[config.mk]
export PLATFORM = sky130hd
export DESIGN_NAME = sdram_init_seq
export DESIGN_NICKNAME = d
export VERILOG_FILES = /design/src/rtl/sdram_init_pkg.sv /design/src/rtl/sdram_init_timer.sv /design/src/rtl/sdram_init_fsm.sv /design/src/rtl/sdram_mode_word.sv /design/src/rtl/sdram_cmd_drive.sv /design/src/rtl/sdram_init_seq.sv
export SDC_FILE = /design/constraint.sdc
export NUM_CORES = 1
export LEC_CHECK = 0
export ABC_AREA = 1
export CORE_MARGIN = 4
export CORE_UTILIZATION = 35
export DETAILED_ROUTE_END_ITERATION = 7
export DONT_BUFFER_PORTS = 1
export SYNTH_ARGS = -nofsm -noshare
export SYNTH_HDL_FRONTEND = slang
export SYNTH_SLANG_ARGS = --single-unit
[constraint.sdc]
create_clock -name clk -period 1.3 [get_ports clk]
set_input_delay 0.26 -clock clk [delete_from_list [all_inputs] [get_ports clk]]
set_output_delay 0.26 -clock clk [all_outputs]
set_load 0.03 [all_outputs]
[src/rtl/sdram_init_pkg.sv]
package sdram_init_pkg;

   typedef enum logic [2:0] {
      PH_HOLD = 3'd0,
      PH_PRE  = 3'd1,
      PH_REF1 = 3'd2,
      PH_REF2 = 3'd3,
      PH_MRS  = 3'd4,
      PH_DONE = 3'd5
   } phase_e;

   typedef struct packed {
      logic cs_n;
      logic ras_n;
      logic cas_n;
      logic we_n;
   } cmd_t;

   localparam cmd_t CMD_NOP = '{cs_n: 1'b0, ras_n: 1'b1, cas_n: 1'b1, we_n: 1'b1};
   localparam cmd_t CMD_PRE = '{cs_n: 1'b0, ras_n: 1'b0, cas_n: 1'b1, we_n: 1'b0};
   localparam cmd_t CMD_REF = '{cs_n: 1'b0, ras_n: 1'b0, cas_n: 1'b0, we_n: 1'b1};
   localparam cmd_t CMD_MRS = '{cs_n: 1'b0, ras_n: 1'b0, cas_n: 1'b0, we_n: 1'b0};

   function automatic phase_e phase_succ(input phase_e p);
      case (p)
         PH_HOLD: return PH_PRE;
         PH_PRE:  return PH_REF1;
         PH_REF1: return PH_REF2;
         PH_REF2: return PH_MRS;
         default: return PH_DONE;
      endcase
   endfunction

   function automatic int max_of(input int a, input int b);
      return (a > b) ? a : b;
   endfunction

endpackage

[src/rtl/sdram_init_timer.sv]
module sdram_init_timer #(
   parameter int CNT_W   = 8,
   parameter int RST_VAL = 1
) (
   input  logic             clk,
   input  logic             rst_n,
   input  logic             load,
   input  logic [CNT_W-1:0] load_val,
   output logic             expired
);

   logic [CNT_W-1:0] count_q;

   always_ff @(posedge clk or negedge rst_n) begin
      if (!rst_n) begin
         count_q <= CNT_W'(RST_VAL);
      end else if (load) begin
         count_q <= load_val;
      end else if (count_q != '0) begin
         count_q <= count_q - 1'b1;
      end
   end

   assign expired = (count_q == '0);

   // Once expired, the count stays at zero until a new length is loaded.
   p_expired_holds_r7: assert property (@(posedge clk) disable iff (!rst_n)
      (expired && !load) |=> expired);

endmodule

[src/rtl/sdram_init_fsm.sv]
module sdram_init_fsm
   import sdram_init_pkg::*;
#(
   parameter int CNT_W    = 8,
   parameter int HOLD_CYC = 100,
   parameter int T_RP     = 2,
   parameter int T_RFC    = 8,
   parameter int T_MRD    = 2
) (
   input  logic             clk,
   input  logic             rst_n,
   input  logic             expired,
   output logic             load,
   output logic [CNT_W-1:0] load_val,
   output phase_e           phase,
   output logic             first
);

   phase_e phase_q;
   logic   first_q;
   phase_e phase_nx;

   // The length of a phase is how long it holds before the next command may follow.
   function automatic logic [CNT_W-1:0] phase_len_m1(input phase_e p);
      case (p)
         PH_HOLD: return CNT_W'(HOLD_CYC - 1);
         PH_PRE:  return CNT_W'(T_RP - 1);
         PH_REF1: return CNT_W'(T_RFC - 1);
         PH_REF2: return CNT_W'(T_RFC - 1);
         PH_MRS:  return CNT_W'(T_MRD - 1);
         default: return '0;
      endcase
   endfunction

   always_comb begin
      phase_nx = phase_succ(phase_q);
      load     = (phase_q != PH_DONE) && expired;
      load_val = phase_len_m1(phase_nx);
   end

   always_ff @(posedge clk or negedge rst_n) begin
      if (!rst_n) begin
         phase_q <= PH_HOLD;
         first_q <= 1'b0;
      end else if (load) begin
         phase_q <= phase_nx;
         first_q <= 1'b1;
      end else begin
         first_q <= 1'b0;
      end
   end

   assign phase = phase_q;
   assign first = first_q;

   // Phases advance only one step at a time, in the fixed order.
   p_phase_order_r7: assert property (@(posedge clk) disable iff (!rst_n)
      !$stable(phase_q) |-> (phase_q == phase_succ($past(phase_q))));

   // The done phase is never left without a reset.
   p_done_final_r8: assert property (@(posedge clk) disable iff (!rst_n)
      (phase_q == PH_DONE) |=> (phase_q == PH_DONE));

endmodule

[src/rtl/sdram_mode_word.sv]
module sdram_mode_word #(
   parameter int ADDR_W = 13
) (
   input  logic [2:0]        burst_len,
   input  logic              burst_type,
   input  logic [2:0]        cas_lat,
   input  logic              wr_single,
   output logic [ADDR_W-1:0] word
);

   localparam int CORE_W = 12;

   logic [CORE_W-1:0] core;

   always_comb begin
      core        = '0;
      core[2:0]   = burst_len;
      core[3]     = burst_type;
      core[6:4]   = cas_lat;
      core[8:7]   = 2'b00;
      core[9]     = wr_single;
      core[11:10] = 2'b00;
   end

   generate
      if (ADDR_W > CORE_W) begin : g_wide
         assign word = {{(ADDR_W-CORE_W){1'b0}}, core};
      end else begin : g_exact
         assign word = core;
      end
   endgenerate

endmodule

[src/rtl/sdram_cmd_drive.sv]
module sdram_cmd_drive
   import sdram_init_pkg::*;
#(
   parameter int ADDR_W = 13,
   parameter int BA_W   = 2,
   parameter int AP_BIT = 10
) (
   input  phase_e            phase,
   input  logic              first,
   input  logic [ADDR_W-1:0] mode_word,
   output cmd_t              cmd,
   output logic [ADDR_W-1:0] addr,
   output logic [BA_W-1:0]   ba,
   output logic              done
);

   localparam logic [ADDR_W-1:0] AP_MASK = ADDR_W'(1) << AP_BIT;

   always_comb begin
      cmd  = CMD_NOP;
      addr = '0;
      ba   = '0;
      if (first) begin
         case (phase)
            PH_PRE: begin
               cmd  = CMD_PRE;
               addr = AP_MASK;
            end
            PH_REF1, PH_REF2: cmd = CMD_REF;
            PH_MRS: begin
               cmd  = CMD_MRS;
               addr = mode_word;
            end
            default: cmd = CMD_NOP;
         endcase
      end
      done = (phase == PH_DONE);
   end

endmodule

[src/rtl/sdram_init_seq.sv]
module sdram_init_seq
   import sdram_init_pkg::*;
#(
   parameter int CLK_MHZ    = 100,
   parameter int POWERUP_US = 100,
   parameter int T_RP       = 3,
   parameter int T_RFC      = 8,
   parameter int T_MRD      = 2,
   parameter int ADDR_W     = 13,
   parameter int BA_W       = 2,
   parameter int AP_BIT     = 10
) (
   input  logic              clk,
   input  logic              rst_n,
   input  logic [2:0]        cfg_burst_len,
   input  logic              cfg_burst_type,
   input  logic [2:0]        cfg_cas_lat,
   input  logic              cfg_wr_single,
   output logic              cke,
   output logic              cs_n,
   output logic              ras_n,
   output logic              cas_n,
   output logic              we_n,
   output logic [ADDR_W-1:0] addr,
   output logic [BA_W-1:0]   ba,
   output logic              init_done
);

   localparam int HOLD_CYC = CLK_MHZ * POWERUP_US;
   localparam int MAX_T    = max_of(max_of(HOLD_CYC, T_RP), max_of(T_RFC, T_MRD));
   localparam int CNT_W    = $clog2(MAX_T + 2);

   generate
      if (HOLD_CYC < 1) begin : g_bad_hold
         $error("stabilization hold must be at least one cycle");
      end
      if (T_RP < 1 || T_RFC < 1 || T_MRD < 1) begin : g_bad_wait
         $error("command waits must be at least one cycle");
      end
      if (ADDR_W < 12) begin : g_bad_addr
         $error("address bus too narrow for the mode word");
      end
      if (AP_BIT >= ADDR_W) begin : g_bad_ap
         $error("all-bank bit outside the address bus");
      end
      if (BA_W < 1) begin : g_bad_ba
         $error("bank address needs at least one bit");
      end
   endgenerate

   logic             tmr_load;
   logic [CNT_W-1:0] tmr_val;
   logic             tmr_expired;
   phase_e           phase;
   logic             first;
   logic [ADDR_W-1:0] mode_word;
   cmd_t             cmd;

   sdram_init_timer #(
      .CNT_W   (CNT_W),
      .RST_VAL (HOLD_CYC - 1)
   ) u_timer (
      .clk      (clk),
      .rst_n    (rst_n),
      .load     (tmr_load),
      .load_val (tmr_val),
      .expired  (tmr_expired)
   );

   sdram_init_fsm #(
      .CNT_W    (CNT_W),
      .HOLD_CYC (HOLD_CYC),
      .T_RP     (T_RP),
      .T_RFC    (T_RFC),
      .T_MRD    (T_MRD)
   ) u_fsm (
      .clk      (clk),
      .rst_n    (rst_n),
      .expired  (tmr_expired),
      .load     (tmr_load),
      .load_val (tmr_val),
      .phase    (phase),
      .first    (first)
   );

   sdram_mode_word #(
      .ADDR_W (ADDR_W)
   ) u_mode (
      .burst_len  (cfg_burst_len),
      .burst_type (cfg_burst_type),
      .cas_lat    (cfg_cas_lat),
      .wr_single  (cfg_wr_single),
      .word       (mode_word)
   );

   sdram_cmd_drive #(
      .ADDR_W (ADDR_W),
      .BA_W   (BA_W),
      .AP_BIT (AP_BIT)
   ) u_drive (
      .phase     (phase),
      .first     (first),
      .mode_word (mode_word),
      .cmd       (cmd),
      .addr      (addr),
      .ba        (ba),
      .done      (init_done)
   );

   assign cke   = 1'b1;
   assign cs_n  = cmd.cs_n;
   assign ras_n = cmd.ras_n;
   assign cas_n = cmd.cas_n;
   assign we_n  = cmd.we_n;

   // Checker state: cycles since the last command and refreshes seen so far.
   logic [CNT_W-1:0] since_cmd;
   logic [1:0]       ref_seen;
   logic             is_cmd;
   logic             is_ref;
   logic             is_mrs;

   assign is_cmd = ({cs_n, ras_n, cas_n, we_n} != CMD_NOP);
   assign is_ref = ({cs_n, ras_n, cas_n, we_n} == CMD_REF);
   assign is_mrs = ({cs_n, ras_n, cas_n, we_n} == CMD_MRS);

   always_ff @(posedge clk or negedge rst_n) begin
      if (!rst_n) begin
         since_cmd <= '0;
         ref_seen  <= '0;
      end else begin
         if (is_cmd) begin
            since_cmd <= CNT_W'(1);
         end else if (since_cmd != '1) begin
            since_cmd <= since_cmd + 1'b1;
         end
         if (is_ref && ref_seen != 2'd3) begin
            ref_seen <= ref_seen + 1'b1;
         end
      end
   end

   p_ref_gap_r4: assert property (@(posedge clk) disable iff (!rst_n)
      is_ref |-> (since_cmd == CNT_W'((ref_seen == 2'd0) ? T_RP : T_RFC)));

   p_two_ref_only_r4: assert property (@(posedge clk) disable iff (!rst_n)
      is_ref |-> (ref_seen < 2'd2));

   p_mrs_after_refs_r5: assert property (@(posedge clk) disable iff (!rst_n)
      is_mrs |-> (ref_seen == 2'd2 && since_cmd == CNT_W'(T_RFC)));

   p_mrs_reserved_r6: assert property (@(posedge clk) disable iff (!rst_n)
      is_mrs |-> (addr[8:7] == 2'b00 && addr[11:10] == 2'b00 && ba == '0));

   p_done_gap_r8: assert property (@(posedge clk) disable iff (!rst_n)
      $rose(init_done) |-> (since_cmd == CNT_W'(T_MRD)));

   p_done_sticky_r8: assert property (@(posedge clk) disable iff (!rst_n)
      init_done |=> (init_done && !is_cmd));

   p_cmd_needs_clock_r9: assert property (@(posedge clk) disable iff (!rst_n)
      is_cmd |-> cke);

endmodule

# --- Word level (Yosys, flattened, before mapping) ---
# Cells that the tools add are included.
word_totals:
  regBits: 18
  inputBits: 10
  out_inout_bits: 21
  word_cells: 31
classes:
  n_addsub: 1
  eq_ne: 10
  mux: 9
  reduce_logical: 8
op_table:
  columns: ["op", "n"]
  rows:
  - ["14-bit one-hot mux with 4 select lines", 1]
  - ["14-bit two-way mux", 2]
  - ["11-bit one-hot mux with 2 select lines", 1]
  - ["14-bit zero test", 1]
  - ["14-bit nonzero test", 1]
  - ["14-bit by 1-bit subtractor with 14-bit output, second input constant", 1]
  - ["13-bit two-way mux", 1]
  - ["3-bit by 2-bit equality test with 1-bit output, second input constant", 4]
  - ["3-bit one-hot mux with 4 select lines", 1]
  - ["3-bit equality test, second input constant", 3]
  - ["3-bit one-hot mux with 3 select lines", 1]
  - ["3-bit by 1-bit equality test with 1-bit output, second input constant", 2]
  - ["3-bit zero test", 2]
  - ["4-bit two-way mux", 1]
  - ["2-bit OR reduction", 2]
  - ["3-bit != test, second input constant", 1]
  - ["2-bit nonzero test", 1]
  - ["1-bit logical AND", 1]
  - ["1-bit two-way mux", 1]

# --- Longest topological paths before layout ---
depth:
  ltp_word: 6
  ltp_mapped: 9
  depth_no_buf: 9

# --- Modules after synthesis ---
# A second synthesis with hierarchy kept.
hier_totals:
  cells_unflattened: 243
  area_unflattened_um2: 1647.8
modules_own_cells:
  columns: ["mod", "instances", "cells_per_inst", "area_each_um2", "seq_area_each_um2"]
  rows:
  - ["sdram_init_timer", 1, 144, 1018.5, 360.3]
  - ["sdram_init_fsm", 1, 34, 266.5, 100.1]
  - ["sdram_cmd_drive", 1, 49, 250.2, 0.0]
  - ["sdram_mode_word", 1, 14, 101.3, 0.0]
  - ["sdram_init_seq", 1, 2, 11.3, 0.0]

# --- Worst setup path after synthesis ---
# OpenSTA, ideal clock, no wires.
synth_path:
  path_kind: "reg2out"
  from: "register u_fsm.phase_q[2], in the netlist u_fsm.phase[2]"
  to: "output we_n"
  t_arrival_ns: 1.582
  t_required_ns: 1.040
  path_slack_ns: -0.542
  stages_incl_launch_ff: 5
  n_path_buf: 0
  path_cell_list: "dfrtp_1 -> inv_1 -> nand3_1 -> nor2_1 -> o21ai_0"
synth_between:
  elab_chain_len: 4
  elab_cells_between_ends: 7
  cone_classes: "eq/ne: 4; mux: 2; reduce/logical: 1"
synth_lines:
  columns: ["item", "line_no", "text"]
  rows:
  - ["start: declaration", "sdram_init_fsm.sv:19", "phase_e phase_q;"]
  - ["start signal: assignment", "sdram_init_fsm.sv:46", "phase_q <= phase_nx;"]
  - ["3-bit by 2-bit equality test with 1-bit output", "sdram_cmd_drive.sv:24", "case (phase)"]
  - ["2-bit OR reduction", "sdram_cmd_drive.sv:24", null]
  - ["3-bit one-hot mux with 3 select lines (*)", "sdram_cmd_drive.sv:24", null]
  - ["4-bit two-way mux (*)", "sdram_cmd_drive.sv:23", "if (first) begin"]
  - ["end: declaration", "sdram_init_seq.sv:23", "output logic we_n,"]
# Every way passes the cells marked *; elsewhere a longest branch is shown, timed or not.

# --- Worst setup path after layout ---
layout_path:
  from: "register u_fsm.phase_q[1], in the netlist u_fsm.phase[1]"
  to: "output addr[9]"
layout_between:
  elab_chain_len: 3
  elab_cells_between_ends: 4
  cone_classes: "eq/ne: 2; mux: 2"
layout_lines:
  columns: ["item", "line_no", "text"]
  rows:
  - ["3-bit equality test or 3-bit by 1-bit equality test with 1-bit output (tied branches)", "sdram_cmd_drive.sv:24", null]
  - ["11-bit one-hot mux with 2 select lines (*)", "sdram_cmd_drive.sv:24", null]
  - ["13-bit two-way mux (*)", "sdram_cmd_drive.sv:23", null]
  - ["end: declaration", "sdram_init_seq.sv:24", "output logic [ADDR_W-1:0] addr,"]
# Marks and branches as above.

==> flow_summary.yaml <==
final_layout:
  n_antenna_cell: 0
  final_common_cell: "buf_4"
  post-route-util_pct: 58.87
  stdcell_area_um2: 1827
  n_fill_cell: 280
  final_cells: 249
  final_cell_mix: "29 x buf_4, 23 x inv_1, 21 x nand2_1"
  drive_above_1_share_pct: 55.12
  nets: 218
  area_delta_synth_final_pct: 59.21
placed_design:
  port_buffers: 0
  dp_slack_ns: -0.05033
  dp_cells: 236
  place_congestion: 0.7685
  place.detailed.hpwl_um: 2067
  place_area_um2: 1455
die:
  fp.dieW_um: 65.26
  die_h_um: 65.26
  rows: 20
  die-area_um2: 4258
  core_um2: 3103
  pin_count: 31
  start_util_pct: 36.98
critical_path:
  worstPathMaxFanout: 8
  required_ns: 1.04
  critPathKind: "register to output port"
  worstSetupStartpointType: "register"
  worstPathArrival_ns: 1.35
  cp-end-kind: "output port"
  regToRegStartpoint: "u_timer.count_q[1]$_DFFE_PN1P_"
  startpoint: "u_fsm.phase[1]$_DFFE_PN0P_"
synth:
  yosysSeqAreaShare_pct: 40.13
  syn_area_um2: 1147
  yosysWarnings: 0
  synth_area_per_cell_um2: 7.216
  synth_cell_types: 23
  synthCells: 159
  ys_ff_latch: 18
route:
  drt_iter0_drc: 34
  wire_per_inst_um: 12.44
  wirelength_um: 3098
  vias_per_cell: 4.703
  drtPass1Iterations: 5
  drc_errors: 0
  via_count: 1171
  ant_nets: 0
clocking:
  cts_buffers: 3
  clkSinkCount: 18
  cts.path.max_buffers: 2
  cts_tree: "done"
  clk-insertion-delay-late_ns: 0.30
  htreeDepth: 1
  path_clk_slew_ns: 0.10
  clockRootBuffer: "clkbuf_4"
power:
  share_comb_of_total_power_pct: 5.9
  switchingPower_mw: 0.2194
  power_switching_share_pct: 24.57
  p_int_mw: 0.6734
  p_leak_nw: 0.9414
  power.total_mw: 0.8928
  p_seq_share_pct: 62.8
  power.density_nw_per_um2: 488.7
  irDropWorstVdd_uv: 515.0
  clkPwrFrac_pct: 31.3
sta:
  setup_slack_ns: -0.3078
  finalSetupTns_ns: -4.004
  min_period_ns: 1.608
  hold_slack_ns: 0.4981
  finalMaxSlewViolations: 0
  rsz0062_at_grt: "true"
  fmax_mhz: 622.0
  period_share_pct: 123.7
  max_slew_margin_pct: 44.53
  tightest_slew_ns: 0.8292
  final_hold_viol_count: 0
  setup_viol: 28
  finClkSkew_ns: 0.001440
grt:
  antenna_found_initial: 0
  grt_pass1_vias: 1087
  grt_pass1_wl_um: 4871
  track_usage_pct: 14.53
  grt_max_degree: 19
  overflow: 0
run_status:
  violations: "setup timing"
  outcome: "finished with violations"
min_path:
  hold_path.class: "input pin to async pin"
job:
  drv_cap: 0
[kinds of logic after synthesis]
kind of cell               synth area share [%]
buffers and inverters                     16.36
and+or+nand+nor                           31.84
xor gates and xnor gates                  3.054
AOI/OAI and AO/OA                         6.870
other                                    0.6546
DFF                                       40.13
adders and majority gates                 1.090
[Yosys cell counts]
cell type  count  area share [%]
inv_1         31              10
nand2_1       27             8.8
nor2_1        26             8.5
nand3_1       12             5.2
dfrtp_1       10              22
buf_4          8             5.2
dfstp_2        8              18
o21ai_0        7             3.1
a21oi_1        5             2.2
nand4_1        4             2.2
xnor2_1        3             2.3
conb_1         2            0.65
nand2_2        2             1.1
nor2_2         2             1.1
nor2_4         2             2.0
nor3_1         2            0.87
o21ai_1        2            0.87
a21oi_2        1            0.76
buf_6          1            0.98
ha_1           1             1.1
nand2_4        1            0.98
nand4_2        1             1.1
xor2_1         1            0.76
[final cells by class]
| type | count | area, um2 | share of cell area (%) |
|---|---|---|---|
| timing repair buffer | 45 | 396.6 | 21.71 |
| clock buffer | 3 | 22.52 | 1.233 |
| inverter | 31 | 126.4 | 6.918 |
| sequential | 18 | 461.7 | 25.27 |
| multi-input combinational | 108 | 764.5 | 41.85 |
| tap | 44 | 55.05 | 3.014 |
[what timing repair did]
item	4_1_cts	5_1_grt
hold buffers	1	0
pin swaps	6	10
cloned	1	0
resized for setup	39	41
setup buffers	7	1
endpoints found under the hold margin	18	0
endpoints found under the setup margin	25	31
[worst max-delay path, stage by stage, from the launching register on]
cell     delay [ns]
dfrtp_1        0.41
inv_2          0.11
nand4_4        0.11
buf_6          0.17
nor2_2         0.11
buf_6          0.14
[routing by layer]
metal	track usage, %	vias up	routed length, um
met3	4.103	6	197
li1	-	572	-
met4	3.368	0	46
met5	0	-	0
met1	18.11	549	1267
met2	24.78	44	1587
[state kept, by name, summed over array words and instances (netlist names)]
signal	flops
u_fsm.first	1
u_timer.count_q	14
u_fsm.phase	3
[power by group through the flow]
stage | combinational, mW | clock, mW | sequential (mW)
after floorplan | 0.0531 | 0 | 0.571
final | 0.0525 | 0.279 | 0.561
after global routing | 0.0574 | 0.328 | 0.561
after CTS | 0.0508 | 0.287 | 0.561
after global placement | 0.0351 | 0 | 0.571
after detailed placement | 0.0352 | 0 | 0.571
[final timing paths]
kind	slack (ns)	endpoint	cells past startpoint
hold reg to reg	0.50	u_timer.count_q[12]$_DFFE_PN0P_	2
max in group asynchronous	0.24	u_fsm.phase[2]$_DFFE_PN0P_	1
setup reg to reg	-0.07	u_timer.count_q[7]$_DFFE_PN0P_	8
min in group clk	0.50	u_timer.count_q[12]$_DFFE_PN0P_	2
setup / recovery	-0.31	addr[9]	5
hold / removal	0.50	u_fsm.phase[1]$_DFFE_PN0P_	1
(Power assumes the default switching activity.)
